$ cat config.mk
export PLATFORM = sky130hd
export DESIGN_NAME = tpulse_sequencer
export DESIGN_NICKNAME = d
export VERILOG_FILES = /design/src/rtl/tps_pkg.sv /design/src/rtl/tps_chain_ctrl.sv /design/src/rtl/tps_tp_ring.sv /design/src/rtl/tps_cp_rom.sv /design/src/rtl/tpulse_sequencer.sv
export SDC_FILE = /design/constraint.sdc
export NUM_CORES = 1
export LEC_CHECK = 0
export ABC_AREA = 1
export BUFFER_PORTS_ARGS = -buffer_cell sky130_fd_sc_hd__buf_4
export CORE_MARGIN = 1
export CORE_UTILIZATION = 25
export DETAILED_ROUTE_END_ITERATION = 10
export GPL_TIMING_DRIVEN = 0
export PLACE_DENSITY_LB_ADDON = 0.2
export SLEW_MARGIN = 20
export SYNTH_ARGS = -nofsm -noshare
export SYNTH_HDL_FRONTEND = slang
export SYNTH_SLANG_ARGS = --single-unit
$ cat constraint.sdc
create_clock -name clk -period 1.9 [get_ports clk]
set_clock_uncertainty 0.2 [all_clocks]
set_input_delay 0.38 -clock clk [delete_from_list [all_inputs] [get_ports clk]]
set_output_delay 0.38 -clock clk [all_outputs]
set_load 0.05 [all_outputs]
$ cat src/rtl/tps_pkg.sv
package tps_pkg;

  typedef enum logic [1:0] {
    SQ_SINGLE   = 2'd0,
    SQ_MUL_HEAD = 2'd1,
    SQ_MUL_STEP = 2'd2,
    SQ_MUL_TAIL = 2'd3
  } subseq_e;

  localparam int          SQ_W         = 2;
  localparam int          CLS_W        = 2;
  localparam logic [1:0]  CLS_MULTIPLY = 2'b01;

  localparam int NUM_CP         = 5;
  localparam int CP_MEM_TO_BUS  = 0;
  localparam int CP_BUS_TO_ACC  = 1;
  localparam int CP_BUS_TO_MULT = 2;
  localparam int CP_SHIFT_PAIR  = 3;
  localparam int CP_BUS_TO_NEXT = 4;

  // Strobe pattern for one table entry; tp is zero-based (0 = TP1).
  function automatic logic [NUM_CP-1:0] cp_rule(logic [SQ_W-1:0] sq, int tp);
    logic [NUM_CP-1:0] s;
    s = '0;
    case (sq)
      SQ_SINGLE: begin
        if (tp == 1)  s[CP_MEM_TO_BUS]  = 1'b1;
        if (tp == 5)  s[CP_BUS_TO_ACC]  = 1'b1;
        if (tp == 10) s[CP_BUS_TO_NEXT] = 1'b1;
      end
      SQ_MUL_HEAD: begin
        if (tp == 1)  s[CP_MEM_TO_BUS]  = 1'b1;
        if (tp == 5)  s[CP_BUS_TO_MULT] = 1'b1;
      end
      SQ_MUL_STEP: begin
        if (tp == 3 || tp == 7) s[CP_SHIFT_PAIR] = 1'b1;
        if (tp == 9)  s[CP_BUS_TO_ACC]  = 1'b1;
      end
      default: begin
        if (tp == 5)  s[CP_BUS_TO_ACC]  = 1'b1;
        if (tp == 10) s[CP_BUS_TO_NEXT] = 1'b1;
      end
    endcase
    return s;
  endfunction

endpackage

$ cat src/rtl/tps_chain_ctrl.sv
module tps_chain_ctrl
  import tps_pkg::*;
#(
  parameter int NUM_TP    = 12,
  parameter int MP_REPEAT = 6,
  parameter int TP_W      = $clog2(NUM_TP)
) (
  input  logic                 clk,
  input  logic                 rst,
  input  logic                 start,
  input  logic [CLS_W-1:0]     instr_class,
  output logic                 nxt_busy,
  output logic [TP_W-1:0]      nxt_tp,
  output subseq_e              nxt_sq,
  output subseq_e              sq_q,
  output logic                 done_q
);

  localparam int              REP_W   = $clog2(MP_REPEAT + 1);
  localparam logic [TP_W-1:0] TP_LAST = TP_W'(NUM_TP - 1);
  localparam logic [REP_W-1:0] REP_LAST = REP_W'(MP_REPEAT - 1);

  logic              busy_q;
  logic [TP_W-1:0]   tp_q;
  logic [REP_W-1:0]  rep_q, nxt_rep;
  logic              nxt_done;

  always_comb begin
    nxt_busy = busy_q;
    nxt_tp   = tp_q;
    nxt_sq   = sq_q;
    nxt_rep  = rep_q;
    if (!busy_q) begin
      if (start) begin
        nxt_busy = 1'b1;
        nxt_tp   = '0;
        nxt_rep  = '0;
        nxt_sq   = (instr_class == CLS_MULTIPLY) ? SQ_MUL_HEAD : SQ_SINGLE;
      end
    end else if (tp_q != TP_LAST) begin
      nxt_tp = tp_q + 1'b1;
    end else begin
      nxt_tp = '0;
      case (sq_q)
        SQ_MUL_HEAD: begin
          nxt_sq  = SQ_MUL_STEP;
          nxt_rep = '0;
        end
        SQ_MUL_STEP: begin
          if (rep_q == REP_LAST) nxt_sq = SQ_MUL_TAIL;
          else                   nxt_rep = rep_q + 1'b1;
        end
        default: begin
          nxt_busy = 1'b0;
          nxt_sq   = SQ_SINGLE;
        end
      endcase
    end
    nxt_done = nxt_busy && (nxt_tp == TP_LAST) &&
               (nxt_sq == SQ_SINGLE || nxt_sq == SQ_MUL_TAIL);
  end

  always_ff @(posedge clk) begin
    if (rst) begin
      busy_q <= 1'b0;
      tp_q   <= '0;
      sq_q   <= SQ_SINGLE;
      rep_q  <= '0;
      done_q <= 1'b0;
    end else begin
      busy_q <= nxt_busy;
      tp_q   <= nxt_tp;
      sq_q   <= nxt_sq;
      rep_q  <= nxt_rep;
      done_q <= nxt_done;
    end
  end

endmodule

$ cat src/rtl/tps_tp_ring.sv
module tps_tp_ring #(
  parameter int NUM_TP = 12,
  parameter int TP_W   = $clog2(NUM_TP)
) (
  input  logic              clk,
  input  logic              rst,
  input  logic              nxt_busy,
  input  logic [TP_W-1:0]   nxt_tp,
  output logic [NUM_TP-1:0] tp_onehot
);

  for (genvar i = 0; i < NUM_TP; i++) begin : g_tp
    always_ff @(posedge clk) begin
      if (rst) tp_onehot[i] <= 1'b0;
      else     tp_onehot[i] <= nxt_busy && (nxt_tp == TP_W'(i));
    end
  end

endmodule

$ cat src/rtl/tps_cp_rom.sv
module tps_cp_rom
  import tps_pkg::*;
#(
  parameter int TP_W = 4
) (
  input  logic              clk,
  input  logic              rst,
  input  logic              rd_en,
  input  logic [SQ_W-1:0]   rd_sq,
  input  logic [TP_W-1:0]   rd_tp,
  output logic [NUM_CP-1:0] cp_q
);

  localparam int ADDR_W = SQ_W + TP_W;
  localparam int DEPTH  = 1 << ADDR_W;

  logic [NUM_CP-1:0] rom [DEPTH];

  initial begin
    for (int i = 0; i < DEPTH; i++)
      rom[i] = cp_rule(SQ_W'(i >> TP_W), i % (1 << TP_W));
  end

  always_ff @(posedge clk) begin
    if (rst)        cp_q <= '0;
    else if (rd_en) cp_q <= rom[{rd_sq, rd_tp}];
    else            cp_q <= '0;
  end

endmodule

$ cat src/rtl/tpulse_sequencer.sv
module tpulse_sequencer
  import tps_pkg::*;
#(
  parameter int NUM_TP    = 12,
  parameter int MP_REPEAT = 6
) (
  input  logic              clk,
  input  logic              rst,
  input  logic              start,
  input  logic [1:0]        instr_class,
  output logic [NUM_TP-1:0] tp_onehot,
  output logic [1:0]        subseq_id,
  output logic              instr_done,
  output logic [4:0]        ctl_strobe
);

  localparam int TP_W = $clog2(NUM_TP);

  logic            nxt_busy;
  logic [TP_W-1:0] nxt_tp;
  subseq_e         nxt_sq;
  subseq_e         sq_q;

  tps_chain_ctrl #(
    .NUM_TP(NUM_TP), .MP_REPEAT(MP_REPEAT), .TP_W(TP_W)
  ) u_ctrl (
    .clk(clk), .rst(rst), .start(start), .instr_class(instr_class),
    .nxt_busy(nxt_busy), .nxt_tp(nxt_tp), .nxt_sq(nxt_sq),
    .sq_q(sq_q), .done_q(instr_done)
  );

  tps_tp_ring #(.NUM_TP(NUM_TP), .TP_W(TP_W)) u_ring (
    .clk(clk), .rst(rst), .nxt_busy(nxt_busy), .nxt_tp(nxt_tp),
    .tp_onehot(tp_onehot)
  );

  tps_cp_rom #(.TP_W(TP_W)) u_rom (
    .clk(clk), .rst(rst), .rd_en(nxt_busy), .rd_sq(nxt_sq),
    .rd_tp(nxt_tp), .cp_q(ctl_strobe)
  );

  assign subseq_id = sq_q;

endmodule

Word-level counts from Yosys, hierarchy flattened

Memories as Yosys holds them, arrays and structs flattened. A register that Yosys moved wholly into a read port is not among the register bits.
Index checks and enable logic that the tools add are counted.

Bitwise gates (word level): 1
Mux-type cells: 18
Shift-type cells: 0
Reductions and logical operators: 20
Equality and inequality tests: 20
Add/sub/neg operators: 2
$lt $le $gt $ge: 0
$mul: 0
Divide/modulo/power cells: 0

Operators by type and width:

| kind                | count |
|---|---|
| $eq 4x3->1 const B  | 4 |
| $eq 4x4->1 const B  | 4 |
| $logic_and 1x1->1   | 13 |
| $mux 3              | 4 |
| $mux 4              | 3 |
| $eq 4x2->1 const B  | 2 |
| $mux 2              | 4 |
| $ne 3x3->1 const B  | 2 |
| $pmux 3 s2          | 1 |
| $mux 1              | 5 |
| $add 4x1->4 const B | 1 |
| $eq 2x1->1 const B  | 2 |
| $eq 2x2->1 const B  | 2 |
| $eq 4x1->1 const B  | 1 |
| $logic_not 4->1     | 1 |
| $ne 4x4->1 const B  | 1 |
| $pmux 2 s2          | 1 |
| $reduce_and 4->1    | 1 |
| $reduce_or 2->1     | 2 |
| $add 3x1->3 const B | 1 |
| $eq 3x3->1 const B  | 1 |
| $logic_not 2->1     | 1 |
| $ne 2x2->1 const B  | 1 |
| $reduce_bool 2->1   | 1 |
| 2 further kinds     | 2 |

Bits in writable memories: 0
Input port bits: 5
Memory bits (read-only): 320
Bits in latches: 0
Logic and storage cells: 79
Memories: 1
Output and inout bits: 20
Bits in registers: 23

Memory list:

| name      | words | width | rd ports | clocked after memory_dff | write ports | line             | text |
|---|---|---|---|---|---|---|---|
| u_rom.rom | 64    | 5     | 1        | 1                        | 0           | tps_cp_rom.sv:17 | `logic [NUM_CP-1:0] rom [DEPTH];` |

Depth between registers and ports, before layout

Gate-level depths: netlist of run 1.

Depth after elaboration: 8
Mapped depth: 12
Gate-level depth less buffers: 12

By module

Synthesis of run 1 repeated with hierarchy kept, for this count alone.

Cell total of the unflattened synthesis: 183
Area total of the unflattened synthesis: 1325.0 sq um

Modules (own cells, without submodules):

| module         | seq. area each (sq um) | times used | area an instance (sq um) | cells an instance |
|---|---|---|---|---|
| tps_chain_ctrl | 220.2                  | 1          | 726.9                    | 110 |
| tps_tp_ring    | 240.2                  | 1          | 360.3                    | 42 |
| tps_cp_rom     | 100.1                  | 1          | 237.7                    | 31 |

Worst setup path before layout of run 1

Ideal clock, no wire load.

Path type: register -> register
Start: register u_ctrl.sq_q[0]
End: register u_rom.cp_q[1], read port of u_rom.rom
Slack: -185 ps
Arrival time: 1773 ps
Stages on the path, launching flop included: 13
Path buffers: 0
Period minus slack after synthesis: 2085 ps
Required time: 1588 ps
Library setup time: 112 ps
Path through: dfxtp_1 -> inv_1 -> ha_1 -> nand2_1 -> inv_1 -> nand2_2 -> nand2_1 -> nor2_2 -> nand3_2 -> nand2_2 -> inv_1 -> nand2_1 -> nand2_1

Word-level cells in the longest chain between the ends: 7
Elaborated cells on any way between the ends: 13
Classes of those cells: eq/ne (2); mux (8); bitwise (1); reduce/logical (2)

RTL lines:

| element                                         | line                 | text |
|---|---|---|
| start, declared                                 | tps_chain_ctrl.sv:15 | `output subseq_e sq_q,` |
| start signal, assigned                          | tps_chain_ctrl.sv:73 | `sq_q <= nxt_sq;` |
| $eq 2x1->1 / $eq 2x2->1 (equally long branches) | tps_chain_ctrl.sv:44 | `case (sq_q)` |
| $reduce_or 2->1 (no line)                       | -                    |  |
| $mux 1                                          | tps_chain_ctrl.sv:44 |  |
| $mux 1                                          | tps_chain_ctrl.sv:40 | `end else if (tp_q != TP_LAST) begin` |
| $mux 1                                          | tps_chain_ctrl.sv:33 | `if (!busy_q) begin` |
| $not 1->1 (no line)                             | -                    |  |
| $reduce_or 2->1 (no line)                       | -                    |  |
| end, declared                                   | tps_cp_rom.sv:11     | `output logic [NUM_CP-1:0] cp_q` |

Several ways; a longest one is shown, not always the timed one.
A chain may end at the register's enable or synchronous reset.

Worst setup path in the final report of run 1

Start: register u_ctrl.sq_q[0]
End: register u_ctrl.done_q

Word-level cells in the longest chain between the ends: 7
Elaborated cells on any way between the ends: 16
Classes of those cells: eq/ne (3); mux (8); reduce/logical (5)

RTL lines:

| element                                                      | line                                       | text |
|---|---|---|
| $eq 2x2->1, or another cell as far along                     | tps_chain_ctrl.sv:44                       |  |
| $pmux 2 s2 / $reduce_or 2->1 (equally long branches)         | -                                          |  |
| $mux 2 / $mux 1 (equally long branches)                      | tps_chain_ctrl.sv:40, tps_chain_ctrl.sv:44 |  |
| $mux 2 / $mux 1 (equally long branches)                      | tps_chain_ctrl.sv:33, tps_chain_ctrl.sv:40 |  |
| $eq 2x2->1, or another cell as far along                     | tps_chain_ctrl.sv:60                       | `(nxt_sq == SQ_SINGLE \|\| nxt_sq == SQ_MUL_TAIL);` |
| $logic_or 1x1->1 / $logic_and 1x1->1 (equally long branches) | tps_chain_ctrl.sv:60, tps_chain_ctrl.sv:59 |  |
| $logic_and 1x1->1 (*)                                        | tps_chain_ctrl.sv:59                       | `nxt_done = nxt_busy && (nxt_tp == TP_LAST) &&` |
| end signal, assigned                                         | tps_chain_ctrl.sv:75                       | `done_q <= nxt_done;` |
| end, declared                                                | tps_chain_ctrl.sv:16                       | `output logic done_q` |

Every way passes the cells marked *; elsewhere a longest branch is shown, timed or not.

==> results of run 1 <==
==> cell type report <==
| cell class | instances | area [µm²] |
|---|---|---|
| buffer | 2 | 18.77 |
| clock buffer | 4 | 55.05 |
| fill | 520 | 3166 |
| inverter | 19 | 72.57 |
| multi-input combinational | 103 | 684.4 |
| sequential | 28 | 565.5 |
| tap | 67 | 83.83 |
| timing repair buffer | 27 | 202.7 |
==> flip-flops by register name, indices dropped and copies added (netlist names) <==
register,flops
u_ctrl.tp_q,4
u_ring.tp_onehot,12
u_ctrl.busy_q,1
u_ctrl.sq_q,2
u_ctrl.done_q,1
u_rom.cp_q,5
u_ctrl.rep_q,3
==> power groups by stage <==
stage / Sequential (mW) / Clock (mW) / Combinational (mW)
after floorplan: 0.640 / 0 / 0.0903
after CTS: 0.607 / 0.382 / 0.144
after detailed placement: 0.620 / 0 / 0.144
after global placement: 0.621 / 0 / 0.143
final: 0.608 / 0.376 / 0.153
after global routing: 0.610 / 0.400 / 0.170
==> worst register-to-register path, cell delays in order, from the launching register on <==
cell	delay, ns
dfxtp_2	0.34
inv_1	0.07
ha_1	0.29
nand2_1	0.07
inv_1	0.04
nand2_2	0.08
nand2_1	0.09
nor2_4	0.15
nand3_4	0.11
nand2_4	0.09
buf_4	0.10
nor3_2	0.03
==> placed cells by master (no fill, tap or decap), types with 3 or more instances in the layout <==
| cell | netlist | routed |
|---|---|---|
| a21oi_1 | 3 | 3 |
| nand3_2 | 5 | 5 |
| nand2_4 | 2 | 3 |
| nor2_4 | 2 | 4 |
| nor3_2 | 3 | 3 |
| nor2_2 | 5 | 3 |
| dfxtp_1 | 28 | 24 |
| inv_2 | 3 | 3 |
| nand2_2 | 6 | 5 |
| nand3_1 | 9 | 8 |
| ha_1 | 4 | 3 |
| nor2_1 | 18 | 18 |
| dfxtp_2 | 0 | 4 |
| buf_4 | 1 | 28 |
| clkbuf_8 | 0 | 4 |
| nand2_1 | 29 | 29 |
| inv_1 | 15 | 15 |
| nand3_4 | 3 | 4 |
==> Yosys cell counts, types with 2 or more instances <==
library cell,number,area [µm²]
nand2_1,29,108.9
dfxtp_1,28,560.5
nor2_1,18,67.56
inv_1,15,56.30
nand3_1,9,45.04
nand2_2,6,37.54
nand3_2,5,50.05
nor2_2,5,31.28
ha_1,4,50.05
a21oi_1,3,15.01
inv_2,3,11.26
nand3_4,3,52.55
nor3_2,3,30.03
nand2_4,2,22.52
nand4_1,2,12.51
nor2_4,2,22.52
nor3_1,2,10.01
o21ai_0,2,10.01
xor2_1,2,17.52
==> worst max path at each step <==
stage | startpoint | depth (start not counted) | slack (ns) | endpoint
final | u_ctrl.sq_q[0]$_SDFF_PP0_ | 11 | 0.14 | u_ctrl.done_q$_SDFF_PP0_
after floorplan | u_ctrl.sq_q[0]$_SDFF_PP0_ | 12 | 0.006 | u_rom.cp_q[1]$_SDFF_PP0_
after detailed placement | u_ctrl.tp_q[0]$_SDFF_PP0_ | 10 | 0.0004 | u_rom.cp_q[1]$_SDFF_PP0_
after global routing | u_ctrl.sq_q[0]$_SDFF_PP0_ | 12 | 0.005 | u_rom.cp_q[1]$_SDFF_PP0_
after global placement | u_ctrl.tp_q[0]$_SDFF_PP0_ | 10 | -0.01 | u_rom.cp_q[1]$_SDFF_PP0_
after CTS | u_ctrl.sq_q[0]$_SDFF_PP0_ | 12 | 0.001 | u_rom.cp_q[1]$_SDFF_PP0_
==> logic make-up after synthesis <==
logic type               after synthesis  synth area share (%)
flip-flops                            28                 43.24
AND/OR/NAND/NOR                       90                 40.93
adder cells (fa/ha/maj)                4                 3.861
buffers and inverters                 21                 7.046
AO/OA/AOI/OAI                          7                 3.571
XOR/XNOR                               2                 1.352
==> what timing repair did <==
action	CTS	global route
hold buffers	0	0
gates cloned	0	0
pin swaps	0	4
gates resized for setup	1	8
setup buffers	0	4
setup endpoints to repair	1	10
==> layer usage <==
metal / global-route usage, % / wire length, µm
met5: 0 / 0
met4: 3.846 / 21
met3: 1.626 / 121
met2: 15.25 / 1069
met1: 13.92 / 1288
==> impl_results.md, run 1 <==
- Min Tclk post-route: 1.757 ns
- Crit path arrival time: 1.73 ns
- Yosys cell types: 28
- Worst skew pair latency: 0.27 ns
- Post-synthesis cell count: 152
- Starting density of the core: 26.74%
- Post-synth top flop: dfxtp_1
- Pin slew with the least headroom to its limit: 0.2810 ns
- IO Count: 25
- Worst reg2reg path depth: 11
- Core Region: 4848 µm²
- Post-synth EDFFs: 0
- CP top delay family: simple AND/OR/NAND/NOR gates
- Sw Share: 26.19%
- Cell area power density: 675.8 nW/µm²
- DP Worst Slack: 0.0004289 ns
- CP Cell Sequence: inv_1 > ha_1 > nand2_1 > inv_1 > nand2_2 > nand2_1 > nor2_4 > nand3_4 > nand2_4 > buf_4 > nor3_2
- Final hold slack: 0.1716 ns
- Critical path buffers and inverters: 3
- Total gr overflow: 0
- Htree depth: 1
- Seq cells post-synth: 28
- Fin util: 34.71%
- Vias per std cell: 4.036
- Req. time, crit path: 1.87 ns
- Antenna cells: 0
- Row count: 25
- Max VDD drop: 0.2854 mV
- HP Class: input pin to flop
- Residual DRC: 0
- Clock network power share: 33.1%
- Die area: 5477 µm²
- Number of global-route vias before repair: 881
- Wire per inst: 10.00 µm
- Die W: 74.01 µm
- CTS tree: yes
- Area Growth Syn to Fin: 29.83%
- Crit path largest cell delay: 0.34 ns
- Final TNS setup: 0 ns
- Fin. Hold Viols: 0
- Crit-path slowest cell: dfxtp_2
- Crit path kind: flop to flop
- Setup slack, reg-to-reg: 0.14 ns
- Post-route cell area: 1683 µm²
- First-pass GRT wire length: 4.119 mm
- Hold Path Depth: 2
- Syn_area_per_cell: 8.528 µm²
- Port buffer count: 23
- Register clock-pin slew on the reported worst setup and hold paths: 0.10 ns
- Largest net degree at the start of global routing: 16
- Outcome: finished, final reports clean
- Gpl congestion: 0.7501
- Max-Cap Viols: 0
- Hold EP: u_ctrl.tp_q[0]$_SDFF_PP0_
- Seq/Total Area, Yosys: 43.24%
- Crit-path max FO: 4
- Max Freq: 569.1 MHz
- Final wirelength: 2.500 mm
- Drt initial violations: 40
- Unrepaired setup endpoints after global routing: no
- Tot Pwr: 1.137 mW
- Pleak: 0.7273 nW
- DR vias: 1,009
- Yosys warning count: 0
- Layout cell share with drive strength beyond 1: 39.34%
- Fin cells: 250
- Max Buffers Root-to-Sink: 2
- Seq pwr share: 53.5%
- Pre-antenna DRT Iters: 5
- Final Setup Violations: 0
- Comb pwr share: 13.5%
- Die height: 74.01 µm
- Worst setup margin: 0.1429 ns
- Crit share post-route: 92.48%
- Psw: 0.2978 mW
- DRT antenna net count: 0
- Initial antenna violation count: 0
- Clock sink count: 28
- Max-slew headroom: 81.24%
- Worst setup EP type: flop
- Post-DP Area: 1555 µm²
- Worst setup SP type: flop
- CTS Buf Count: 3
- Reg-to-Reg End: u_ctrl.done_q$_SDFF_PP0_
- Worst reg2reg path startpoint: u_ctrl.sq_q[0]$_SDFF_PP0_
- Asr flop ratio synth: 0%
- Final nets: 193
- Mapped Area: 1296 µm²
- # placed instances: 242
- GRT Overall Usage: 9.932%
- Int Power: 0.8394 mW
- Final HPWL DP: 1.852 mm
- Root Buffer: clkbuf_8
- HP Start: rst
- Pins Over Slew Limit: 0
- Synth Net Count: 161
Note: power is estimated with default switching activity, not from simulation.
==> run 2: changes to the inputs <==
PLACE_DENSITY = 0.41   (was default)
PLACE_DENSITY_LB_ADDON = default   (was 0.2)
==> impl_results.md, run 2 (synthesis gave the netlist of run 1 again) <==
- Crit-path slowest cell: dfxtp_1
- GRT Overall Usage: 10.49%
- Fin util: 34.25%
- Die height: 74.01 µm
- Vias per std cell: 4.069
- Largest net degree at the start of global routing: 16
- Clock sink count: 28
- Max VDD drop: 0.4025 mV
- Area Growth Syn to Fin: 28.09%
- Most common cell after layout, fill and taps aside: nand2_1
- Wire per inst: 10.57 µm
- Crit path kind: flop to flop
- CTS Buf Count: 3
- DR vias: 1,005
- Gpl congestion: 0.7645
- Req. time, crit path: 1.87 ns
- HP Class: input pin to flop
- Worst skew pair latency: 0.27 ns
- Min Tclk post-route: 1.752 ns
- Pre-antenna DRT Iters: 4
- Post-route cell area: 1660 µm²
- Crit path largest cell delay: 0.39 ns
- Top cell by count, worst path: nand2_1
- Pleak: 0.7120 nW
- Worst reg2reg path startpoint: u_ctrl.tp_q[0]$_SDFF_PP0_
- HP Start: rst
- Register clock-pin slew on the reported worst setup and hold paths: 0.09 ns
- Pin slew with the least headroom to its limit: 0.2924 ns
- Max Freq: 570.9 MHz
- Top flop regs: u_ring.tp_onehot (12), u_rom.cp_q (5), u_ctrl.tp_q (4)
- Final wirelength: 2.612 mm
- Initial antenna violation count: 0
- Crit share post-route: 92.19%
- Worst setup path startpoint: u_ctrl.tp_q[0]$_SDFF_PP0_
- Residual DRC: 0
- CP Cell Sequence: ha_2 > nand2_1 > nor2_4 > nor2_2 > nand3_2 > nand2_2 > nand2_4 > inv_1 > nand2_1 > nand2_1
- First-pass GRT wire length: 4.291 mm
- Pins Over Slew Limit: 0
- IO Count: 25
- Post-DP Area: 1555 µm²
- Total gr overflow: 0
- Tot Pwr: 1.116 mW
- Fillers: 508
- Outcome: finished, final reports clean
- Max Buffers Root-to-Sink: 2
- DRT antenna net count: 0
- Worst setup EP type: flop
- Max reg flops: 12
- Layout cell share with drive strength beyond 1: 38.33%
- Die area: 5477 µm²
- Row count: 25
- Starting density of the core: 26.74%
- Number of global-route vias before repair: 966
- Max-slew headroom: 80.48%
- Fin. Hold Viols: 0
- Crit-path max FO: 7
- Hold buffers post-CTS: 0
- Die W: 74.01 µm
- Htree depth: 1
- Final HPWL DP: 2.100 mm
- Root Buffer: clkbuf_8
- Final hold slack: 0.1727 ns
- Cell area power density: 672.1 nW/µm²
- Final Setup Violations: 0
- Most frequent cells in the layout: 29 x nand2_1, 26 x dfxtp_1, 25 x buf_4, 18 x nor2_1, 14 x inv_1
- Top reg by flops: u_ring.tp_onehot
- Crit path arrival time: 1.73 ns
- Final nets: 190
- Max-Cap Viols: 0
- Core Region: 4848 µm²
- Antenna cells: 0
- CTS tree: yes
- Worst setup SP type: flop
- Drt initial violations: 40
- Port buffer count: 23
run 2: cell types whose count changed in the layout (fill, tap and decap cells not counted):
cell / before / now
inv_1: 15 / 14
ha_2: 0 / 1
buf_4: 28 / 25
inv_2: 3 / 4
ha_1: 3 / 2
dfxtp_2: 4 / 2
dfxtp_1: 24 / 26
run 2: worst paths after layout:
check                            endpoint  slack, ns  cells past startpoint
max              u_rom.cp_q[1]$_SDFF_PP0_       0.15                     10
min             u_ctrl.tp_q[2]$_SDFF_PP0_       0.17                      2
max reg2reg      u_rom.cp_q[1]$_SDFF_PP0_       0.15                     10
min reg2reg  u_ctrl.rep_q[0]$_SDFFE_PP0P_       0.30                      2
run 2: area by class of cell:
class	count	area (µm²)	share of cell area, %
sequential	28	563.0	33.91
multi-input combinational	103	686.9	41.37
timing repair buffer	24	180.2	10.85
inverter	19	72.57	4.371
tap	67	83.83	5.049
buffer	2	18.77	1.130
clock buffer	4	55.05	3.316
run 2: where the power goes:
part / switching [mW] / leakage (nW) / internal, mW
Combinational: 0.0990 / 0.455 / 0.0507
Clock: 0.174 / 0.0288 / 0.185
Sequential: 0.00720 / 0.228 / 0.599
run 2: per-layer routing:
| metal | global-route usage (%) | share of wire, % | wire length [µm] |
|---|---|---|---|
| met5 | 0 | 0 | 0 |
| met4 | 3.205 | 0.92 | 24 |
| met3 | 2.846 | 3.9 | 101 |
| met2 | 17.37 | 48 | 1250 |
| met1 | 13.31 | 47 | 1235 |
run 2: per-stage QoR:
| step | setup slack, ns | setup TNS [ns] | instances |
|---|---|---|---|
| 2_1_floorplan | 0.006266 | 0 | 152 |
| 3_3_place_gp | 0.01827 | 0 | 242 |
| 3_5_place_dp | 0.05216 | 0 | 242 |
| 4_1_cts | 0.03267 | 0 | 246 |
| 5_1_grt | -0.006313 | -0.006313 | 247 |
| 6_report | 0.1483 | 0 | 247 |
run 2: worst max-delay path: cells and delay by family (launching register included):
family                   cells  cell delay, ns
adder cells (fa/ha/maj)      1            0.23
AND/OR/NAND/NOR              8            0.79
flip-flops                   1            0.39
buffers and inverters        1            0.05
run 2: timing repair:
| item | in CTS | in global routing |
|---|---|---|
| buffers inserted | 0 | 1 |
| setup endpoints to repair | 0 | 6 |
| resized for setup | 0 | 8 |
==> run 3: changes to the inputs <==
--- a/config.mk
+++ b/config.mk
@@ -8,5 +8,5 @@
 export ABC_AREA = 1
 export BUFFER_PORTS_ARGS = -buffer_cell sky130_fd_sc_hd__buf_4
-export CORE_MARGIN = 1
+export CORE_MARGIN = 2
 export CORE_UTILIZATION = 25
 export DETAILED_ROUTE_END_ITERATION = 10
==> constraint.sdc (replaced) <==
create_clock -name clk -period 1.83 [get_ports clk]
set_clock_uncertainty 0.2 [all_clocks]
set_input_delay 0.0915 -clock clk [delete_from_list [all_inputs] [get_ports clk]]
set_output_delay 0.0915 -clock clk [all_outputs]
set_load 0.05 [all_outputs]
==> impl_results.md, run 3 (synthesis gave the netlist of run 1 again) <==
- Top reg by flops: u_ring.tp_onehot
- Max-slew headroom: 81.25%
- Tot Pwr: 1.231 mW
- Final HPWL DP: 2.069 mm
- CTS Buf Count: 3
- Die area: 5777 µm²
- Pin slew with the least headroom to its limit: 0.2783 ns
- Number of global-route vias before repair: 958
- Unrepaired setup endpoints after global routing: no
- Crit path kind: flop to flop
- Antenna cells: 0
- Cell area power density: 702.6 nW/µm²
- Die W: 76.01 µm
- Starting density of the core: 25.71%
- Crit path largest cell delay: 0.39 ns
- DR vias: 1,014
- Wire per inst: 10.78 µm
- Total gr overflow: 0
- IO Count: 25
- Htree depth: 1
- Max-Cap Viols: 0
- Max Buffers Root-to-Sink: 2
- Row count: 26
- Post-route cell area: 1752 µm²
- Root Buffer: clkbuf_8
- Register clock-pin slew on the reported worst setup and hold paths: 0.10 ns
- Crit path arrival time: 1.71 ns
- Worst setup EP type: flop
- Most frequent cells in the layout: 28 x buf_4, 28 x nand2_1, 24 x dfxtp_1, 17 x nor2_1, 14 x inv_1
- GRT Overall Usage: 9.952%
- Residual DRC: 0
- Largest net degree at the start of global routing: 17
- Crit share post-route: 93.24%
- Top cell by count, worst path: nand2_2
- Layout cell share with drive strength beyond 1: 41.30%
- Min Tclk post-route: 1.706 ns
- Gpl congestion: 0.7931
- Max VDD drop: 0.3546 mV
- DRT antenna net count: 0
- Max Freq: 586.1 MHz
- Clock sink count: 28
- Final Setup Violations: 0
- Worst setup SP type: flop
- Outcome: finished, final reports clean
- Port buffer count: 23
- Fin util: 34.74%
- Post-DP Area: 1562 µm²
- CP Cell Sequence: ha_4 > nand2_1 > nor2_4 > nand2_2 > nand2_2 > nor2_4 > nand3_4 > nand2_2 > buf_4 > nor3_2
- Pleak: 0.7423 nW
- Pins Over Slew Limit: 0
- Final hold slack: 0.07038 ns
- Initial antenna violation count: 0
- Final nets: 194
- Req. time, crit path: 1.84 ns
- Crit-path slowest cell: dfxtp_4
- Die height: 76.01 µm
- Area Growth Syn to Fin: 35.14%
- Final wirelength: 2.737 mm
- Drt initial violations: 49
- First-pass GRT wire length: 4.581 mm
- Worst skew pair latency: 0.28 ns
- Core Region: 5042 µm²
- Top flop regs: u_ring.tp_onehot (12), u_rom.cp_q (5), u_ctrl.tp_q (4)
- Vias per std cell: 3.992
- Fin. Hold Viols: 0
- Max reg flops: 12
- Crit-path max FO: 4
- HP Class: input pin to flop
- CTS tree: yes
- Final TNS setup: 0 ns
- Pre-antenna DRT Iters: 2
run 3: cell types whose count changed in the layout (fill, tap and decap cells not counted), sizes merged:
cell,delta
buf,+3
dlygate4sd3,+1
run 3: area by class of cell:
class | count | area, µm²
Fill cell | 535 | 3291
Multi-Input combinational cell | 103 | 720.7
Sequential cell | 28 | 570.5
Timing Repair Buffer | 28 | 212.7
Tap cell | 70 | 87.58
Inverter | 19 | 75.07
Clock buffer | 4 | 66.31
Buffer | 2 | 18.77
run 3: worst max-delay path, delay by kind of cell, from the launching register on:
family	cells	cell delay (ns)
and+or+nand+nor	8	0.75
DFF	1	0.39
adders and majority gates	1	0.16
buffers and inverters	1	0.14
run 3: what timing repair did:
item | in CTS | in global routing
resized for setup | 3 | 15
hold buffers | 1 | 0
buffers inserted | 2 | 2
hold endpoints to repair | 7 | 0
endpoints found under the setup margin | 3 | 13
pin swaps | 2 | 5
run 3: stage by stage:
step           cells  worst slack [ns]
2_1_floorplan    152           0.02581
3_3_place_gp     245          -0.04534
3_5_place_dp     245          -0.06675
4_1_cts          252         0.0003862
5_1_grt          254          0.003850
6_report         254            0.1237
run 3: final timing paths:
kind / to / from / slack (ns) / cells after the start
worst max-delay path: u_rom.cp_q[4]$_SDFF_PP0_ / u_ctrl.tp_q[0]$_SDFF_PP0_ / 0.12 / 10
worst min-delay path: u_rom.cp_q[2]$_SDFF_PP0_ / instr_class[1] / 0.07 / 5
worst max register to register: u_rom.cp_q[4]$_SDFF_PP0_ / u_ctrl.tp_q[0]$_SDFF_PP0_ / 0.12 / 10
worst min register to register: u_ctrl.rep_q[0]$_SDFFE_PP0P_ / u_ctrl.rep_q[0]$_SDFFE_PP0P_ / 0.32 / 2
run 3: per-layer routing:
metal	part of all wire [%]	vias up	GRT usage, %
met5	0	-	0
li1	-	539	-
met1	49	458	12.69
met4	2.0	0	4.364
met3	2.2	5	1.896
met2	47	12	16.43
run 3: where the power goes:
| part | internal (mW) | total, mW | switching (mW) |
|---|---|---|---|
| clock network | 0.238 | 0.437 | 0.199 |
| logic | 0.0591 | 0.163 | 0.104 |
| registers | 0.621 | 0.630 | 0.00927 |
| total | 0.918 | 1.23 | 0.312 |
